$ cat config.mk
export PLATFORM = sky130hd
export DESIGN_NAME = evkey_mapper
export DESIGN_NICKNAME = d
export VERILOG_FILES = /design/src/rtl/evkey_pkg.sv /design/src/rtl/evkey_cfg_regs.sv /design/src/rtl/evkey_field_unit.sv /design/src/rtl/evkey_mapper.sv
export SDC_FILE = /design/constraint.sdc
export NUM_CORES = 2
export LEC_CHECK = 0
export BUFFER_PORTS_ARGS = -buffer_cell sky130_fd_sc_hd__buf_4
export CAP_MARGIN = 20
export CORE_UTILIZATION = 30
export DETAILED_ROUTE_END_ITERATION = 12
export PLACE_DENSITY = 0.43
export SLEW_MARGIN = 25
export SYNTH_ARGS = -nofsm -noshare
export SYNTH_HDL_FRONTEND = slang
export SYNTH_SLANG_ARGS = --single-unit
$ cat constraint.sdc
create_clock -name clk -period 17.11 [get_ports clk]
set_clock_uncertainty 0.15 [all_clocks]
set_input_delay 1.711 -clock clk [delete_from_list [all_inputs] [get_ports clk]]
set_output_delay 1.711 -clock clk [all_outputs]
set_load 0.02 [all_outputs]
$ cat src/rtl/evkey_pkg.sv
package evkey_pkg;
  localparam int WORD_W     = 32;
  localparam int ADDR_W     = 8;
  localparam int SHIFT_W    = 6;
  // Register window bases; slot index inside a window is pipe*fields + field
  localparam int OFS_BASE   = 80;
  localparam int OFS_MASK   = 96;
  localparam int OFS_SHIFT  = 112;
  localparam int OFS_LIMIT  = 128;
endpackage

$ cat src/rtl/evkey_cfg_regs.sv
module evkey_cfg_regs #(
  parameter int WORD_W   = 32,
  parameter int ADDR_W   = 8,
  parameter int SHIFT_W  = 6,
  parameter int N_PIPES  = 2,
  parameter int N_FIELDS = 4,
  localparam int N_SLOTS = N_PIPES * N_FIELDS
) (
  input  logic                              clk,
  input  logic                              rst,
  input  logic                              we,
  input  logic [ADDR_W-1:0]                 addr,
  input  logic [WORD_W-1:0]                 wdata,
  output logic [N_PIPES-1:0][WORD_W-1:0]    base_key,
  output logic [N_SLOTS-1:0][WORD_W-1:0]    fld_mask,
  output logic [N_SLOTS-1:0][SHIFT_W-1:0]   fld_shift,
  output logic [N_SLOTS-1:0][WORD_W-1:0]    fld_limit
);
  import evkey_pkg::*;

  for (genvar p = 0; p < N_PIPES; p++) begin : g_base
    always_ff @(posedge clk) begin
      if (rst)
        base_key[p] <= '0;
      else if (we && (int'(addr) == OFS_BASE + p))
        base_key[p] <= wdata;
    end
  end

  for (genvar s = 0; s < N_SLOTS; s++) begin : g_slot
    always_ff @(posedge clk) begin
      if (rst) begin
        fld_mask[s]  <= '0;
        fld_shift[s] <= '0;
        fld_limit[s] <= '0;
      end else if (we) begin
        if (int'(addr) == OFS_MASK + s)  fld_mask[s]  <= wdata;
        if (int'(addr) == OFS_SHIFT + s) fld_shift[s] <= wdata[SHIFT_W-1:0];
        if (int'(addr) == OFS_LIMIT + s) fld_limit[s] <= wdata;
      end
    end
  end

  AST_CFG_HOLD: assert property (@(posedge clk) disable iff (rst)
    !we |=> ($stable(base_key) && $stable(fld_mask) &&
             $stable(fld_shift) && $stable(fld_limit)));
endmodule

$ cat src/rtl/evkey_field_unit.sv
module evkey_field_unit #(
  parameter int WORD_W  = 32,
  parameter int SHIFT_W = 6
) (
  input  logic [WORD_W-1:0]  word,
  input  logic [WORD_W-1:0]  mask,
  input  logic [SHIFT_W-1:0] shift,
  input  logic [WORD_W-1:0]  limit,
  output logic [WORD_W-1:0]  value
);
  logic [WORD_W-1:0]  masked;
  logic [WORD_W-1:0]  shifted;
  logic [SHIFT_W-1:0] magnitude;

  always_comb begin
    masked    = word & mask;
    magnitude = shift[SHIFT_W-1] ? (~shift + 1'b1) : shift;
    if (shift[SHIFT_W-1])
      shifted = masked << magnitude;
    else
      shifted = masked >> magnitude;
    value = (shifted > limit) ? limit : shifted;
  end
endmodule

$ cat src/rtl/evkey_mapper.sv
module evkey_mapper #(
  parameter int WORD_W   = evkey_pkg::WORD_W,
  parameter int ADDR_W   = evkey_pkg::ADDR_W,
  parameter int SHIFT_W  = evkey_pkg::SHIFT_W,
  parameter int N_PIPES  = 2,
  parameter int N_FIELDS = 4,
  localparam int PIPE_W  = (N_PIPES > 1) ? $clog2(N_PIPES) : 1,
  localparam int N_SLOTS = N_PIPES * N_FIELDS
) (
  input  logic              clk,
  input  logic              rst,
  input  logic              cfg_we,
  input  logic [ADDR_W-1:0] cfg_addr,
  input  logic [WORD_W-1:0] cfg_wdata,
  input  logic              in_valid,
  output logic              in_ready,
  input  logic [PIPE_W-1:0] in_pipe,
  input  logic [WORD_W-1:0] in_word,
  output logic              out_valid,
  input  logic              out_ready,
  output logic [WORD_W-1:0] out_key
);
  logic [N_PIPES-1:0][WORD_W-1:0]  base_key;
  logic [N_SLOTS-1:0][WORD_W-1:0]  fld_mask;
  logic [N_SLOTS-1:0][SHIFT_W-1:0] fld_shift;
  logic [N_SLOTS-1:0][WORD_W-1:0]  fld_limit;

  evkey_cfg_regs #(
    .WORD_W(WORD_W), .ADDR_W(ADDR_W), .SHIFT_W(SHIFT_W),
    .N_PIPES(N_PIPES), .N_FIELDS(N_FIELDS)
  ) u_cfg (
    .clk(clk), .rst(rst), .we(cfg_we), .addr(cfg_addr), .wdata(cfg_wdata),
    .base_key(base_key), .fld_mask(fld_mask),
    .fld_shift(fld_shift), .fld_limit(fld_limit)
  );

  // Global advance: the whole pipe moves when the output slot frees up
  logic advance;
  assign advance  = !out_valid || out_ready;
  assign in_ready = advance;

  // Stage 1: per-field mask, shift, clamp
  logic [N_FIELDS-1:0][WORD_W-1:0] fld_now;
  logic [N_FIELDS-1:0][WORD_W-1:0] s1_fld;
  logic [PIPE_W-1:0]               s1_pipe;
  logic                            s1_v;

  for (genvar f = 0; f < N_FIELDS; f++) begin : g_field
    localparam int unsigned FI = f;
    logic [$clog2(N_SLOTS+1)-1:0] slot;
    assign slot = ($clog2(N_SLOTS+1))'(int'(in_pipe) * N_FIELDS + f);
    evkey_field_unit #(.WORD_W(WORD_W), .SHIFT_W(SHIFT_W)) u_fu (
      .word (in_word),
      .mask (fld_mask[slot]),
      .shift(fld_shift[slot]),
      .limit(fld_limit[slot]),
      .value(fld_now[FI])
    );
  end

  // Stage 2: OR merge and base key add
  logic [WORD_W-1:0] merged;
  always_comb begin
    merged = '0;
    for (int f = 0; f < N_FIELDS; f++) merged = merged | s1_fld[f];
  end

  always_ff @(posedge clk) begin
    if (rst) begin
      s1_v      <= 1'b0;
      out_valid <= 1'b0;
    end else if (advance) begin
      s1_v      <= in_valid;
      out_valid <= s1_v;
    end
  end

  always_ff @(posedge clk) begin
    if (advance) begin
      s1_fld  <= fld_now;
      s1_pipe <= in_pipe;
      out_key <= merged + base_key[s1_pipe];
    end
  end

  AST_OUT_HOLD: assert property (@(posedge clk) disable iff (rst)
    out_valid && !out_ready |=> out_valid && $stable(out_key));
  AST_STALL_BLOCKS_INPUT: assert property (@(posedge clk) disable iff (rst)
    out_valid && !out_ready |-> !in_ready);
  AST_ACCEPT_ENTERS: assert property (@(posedge clk) disable iff (rst)
    in_valid && in_ready |=> s1_v);
  AST_RESET_IDLE: assert property (@(posedge clk)
    rst |=> !out_valid);
endmodule

==> impl_metrics.yaml <==
cts:
  clk_latency_ns: 0.77
  numCtsBuffers: 97
  cts_resized: 0
  clk_pin_slew_ns: 0.06
  cts_sinks: 787
  cts_tree: "yes"
  htree_levels: 3
  cts_setup_buffers: 0
  cts-root-buf: "clkbuf_16"
  clock_path_buffers: 3
  hold_buffers: 0
setup_path:
  cp_slowest_cell: "a2111oi_1"
  path_class: "in -> reg"
  r2r_start: "u_cfg.fld_shift[6]$_SDFFE_PP0P_"
  start_kind: "input pin"
  r2r_end: "s1_fld[43]$_DFFE_PP_"
  cp_data_arrival_time_ns: 9.50
  slowest_delay_ns: 0.73
  r2r_cells: 22
  cp-startpoint: "in_pipe"
  crit_path_end_kind: "flip-flop"
  crit_required_ns: 17.46
  worstPathCellList: "buf_8, buf_4, mux2_2, inv_1, ha_1, mux2i_1, mux2_2, buf_4, o21ai_0, mux2i_1, mux2i_1, a2111oi_1, inv_1, ha_1, nand4_1, nor4_1, o21ai_0, a21oi_4, buf_4, mux2i_1, o21ai_0"
  r2r_slack_ns: 9.08
  cpMostUsedCell: "mux2i_1"
  cp_max_fo: 75
route:
  drt_wl_total_um: 266000
  remaining_drc_errors: 0
  dr_wl_met2_um: 113000
  vias_per_cell: 5.77
  drt_iter0_markers: 6069
  wl_per_cell_um: 29.7
  drt-pass1-iter-count: 8
  route.met3.wl_um: 18100
  wirelength_met1_um: 126000
  highest_layer: "met5"
  route.vias.total: 51600
  antenna_left: 0
floorplan:
  die_area_um2: 176000
  design.portCount: 112
  die_h_um: 420
  initial_core_util: 0.303
  core-area_um2: 172000
  fp-row-count: 152
  die_width_um: 420
sta:
  hold_viol_final: 0
  min_period_over_period: 0.535
  max-slew-margin-rel: 0.202
  final.min_clock_period_ns: 9.15
  rsz0062_at_grt: "no"
  tns_ns: 0
  finalWorstSetupSlack_ns: 7.96
  fmax_mhz: 109
  worstMarginPinSlew_ns: 1.20
  slew_violations: 0
  setup_viol: 0
layout:
  final_cells: 8944
  layout_common_cells: "1703 x nand2_1, 809 x a21oi_1, 626 x dfxtp_1, 335 x mux2i_1, 334 x nor2_1"
  nFillCells: 18200
  areaGrowthSynthToFinish_pct: 11.3
  drive_gt1_frac: 0.102
  final_nets: 6792
  final_common_cell: "nand2_1"
hold_path:
  whs_endpoint: "out_valid$_SDFFE_PP0P_"
  min_from: "s1_v$_SDFFE_PP0P_"
  hp-class: "reg -> reg"
  worstHoldPathCells: 2
pwr:
  powerDensity_nw_per_um2: 84.6
  p_sw_mw: 1.45
  ir_worst_vdd_v: 0.0000738
  pwr-share-comb: 0.137
  power.share.clock: 0.451
  pwr-share-seq: 0.412
  p_int_mw: 3.48
  switching_share: 0.294
  p_leak_nw: 20.8
logic_synthesis:
  yosysWarnings: 0
  syn_area_um2: 52300
  synth_seq_area_share: 0.332
  syn-instance-count: 6774
  ys.flop_type: "dfxtp_1"
  synth_cell_types: 102
  synth-edff-count: 161
  synth_area_leader_cell: "dfxtp_1"
  async_reset_ff_frac: 0
  syn_area_per_cell_um2: 7.72
  synth_seq_cells: 787
  synth.top_cell.area_share: 0.240
  synth_fp_nets: 7016
  synth.area.top_cells: "dfxtp_1 24%, nand2_1 12%, edfxtp_1 9.2%, a21oi_1 7.8%, mux2i_1 6.5%"
global_routing:
  grt_pass1_vias: 46300
  grtUsageTotal: 0.294
  grt_pass1_wl_um: 369000
  antenna_found_initial: 17
  grt_max_degree: 128
  global_route.overflow_total: 0
placed_design:
  gp_congestion: 0.968
  port_buffers: 111
  post-place-cells: 8760
  pre_cts_ws_ns: 7.39
  hpwl_um: 194000
status:
  status: "finished, final reports clean"
flow_run:
  cap_violations: 0
synth_stat cells, types with 20 or more instances:
cell type and n:
nand2_1 1707, xnor2_1 32, mux4_2 76, ha_1 163
o32ai_1 50, o211ai_1 76, o21a_1 60, and2_1 64
a22oi_1 134, a31oi_1 37, o221ai_1 29, clkbuf_1 382
nor2b_1 33, or2_2 25, nor3_1 135, a21oi_1 811
mux2_2 116, nand3_1 178, nor4_1 22, buf_1 20
edfxtp_1 161, inv_1 112, nor2_1 351, o22ai_1 79
dfxtp_1 626, nand4_1 39, and3_1 24, mux2i_1 340
nand2b_1 80, buf_2 111, or3_1 27, o21ai_0 223
or4_1 32, a211oi_1 68, a21o_1 40
kinds of logic (layout without fill, tap and decap cells):
logic type	Yosys count	after routing	synth area share
flops	787	787	0.332
xor+xnor	44	44	0.00766
fa+ha+maj	164	164	0.0394
mux	536	536	0.124
other cells	0	4	0
buf+inv	659	515	0.0533
simple gates	2767	2767	0.227
compound gates	1817	1817	0.216
worst max-delay path by stage:
stage	to	slack (ns)	cells past startpoint
2_1_floorplan	s1_fld[48]$_DFFE_PP_	8.93	30
3_3_place_gp	s1_fld[5]$_DFFE_PP_	7.54	21
3_5_place_dp	s1_fld[5]$_DFFE_PP_	7.39	21
4_1_cts	s1_fld[5]$_DFFE_PP_	8.17	21
5_1_grt	s1_fld[5]$_DFFE_PP_	7.61	21
6_report	s1_fld[6]$_DFFE_PP_	7.96	21
registers in the layout, summed over array words and instances, names as in the netlist:
| signal | cells |
|---|---|
| s1_v | 1 |
| out_key | 32 |
| u_cfg.base_key | 64 |
| u_cfg.fld_mask | 256 |
| s1_pipe | 1 |
| out_valid | 1 |
| u_cfg.fld_shift | 48 |
| u_cfg.fld_limit | 256 |
| s1_fld | 128 |
through the flow:
stage	util	hold slack, ns	cell area (um2)	total power [mW]
4_1_cts	0.338	0.297	58200	4.95
2_1_floorplan	-	0.275	52300	2.41
6_report	0.338	0.296	58200	4.92
3_5_place_dp	0.318	0.288	54800	2.73
5_1_grt	0.338	0.317	58200	5.06
3_3_place_gp	0.318	0.282	54800	2.74
power by group through the flow:
stage,clock network (mW),registers [mW],logic [mW]
2_1_floorplan,0,2.05,0.360
3_3_place_gp,0,2.07,0.667
5_1_grt,2.33,2.03,0.709
3_5_place_dp,0,2.07,0.665
4_1_cts,2.26,2.03,0.667
6_report,2.22,2.03,0.675
layer usage:
layer,GRT usage,up-vias
met5,0,-
met2,0.433,2144
li1,-,23800
met4,0.0993,6
met3,0.0428,302
met1,0.431,25400
worst max-delay path: cells and delay by family:
family	cells	cell delay [ns]
mux	6	1.77
compound gates	5	2.01
buf+inv	6	2.53
simple gates	2	0.61
fa+ha+maj	2	0.63
cell type report:
cell class                 count  area [um2]  area share
sequential                   787       17400       0.298
clock inverter                45         567     0.00974
tap                         2310        2890      0.0497
multi-input combinational   5328       32400       0.557
antenna                        4        10.0    0.000172
clock buffer                 134        2810      0.0483
timing repair buffer         223        1690      0.0290
inverter                     113         424     0.00729
No activity file was read; power rests on OpenSTA's default activity.
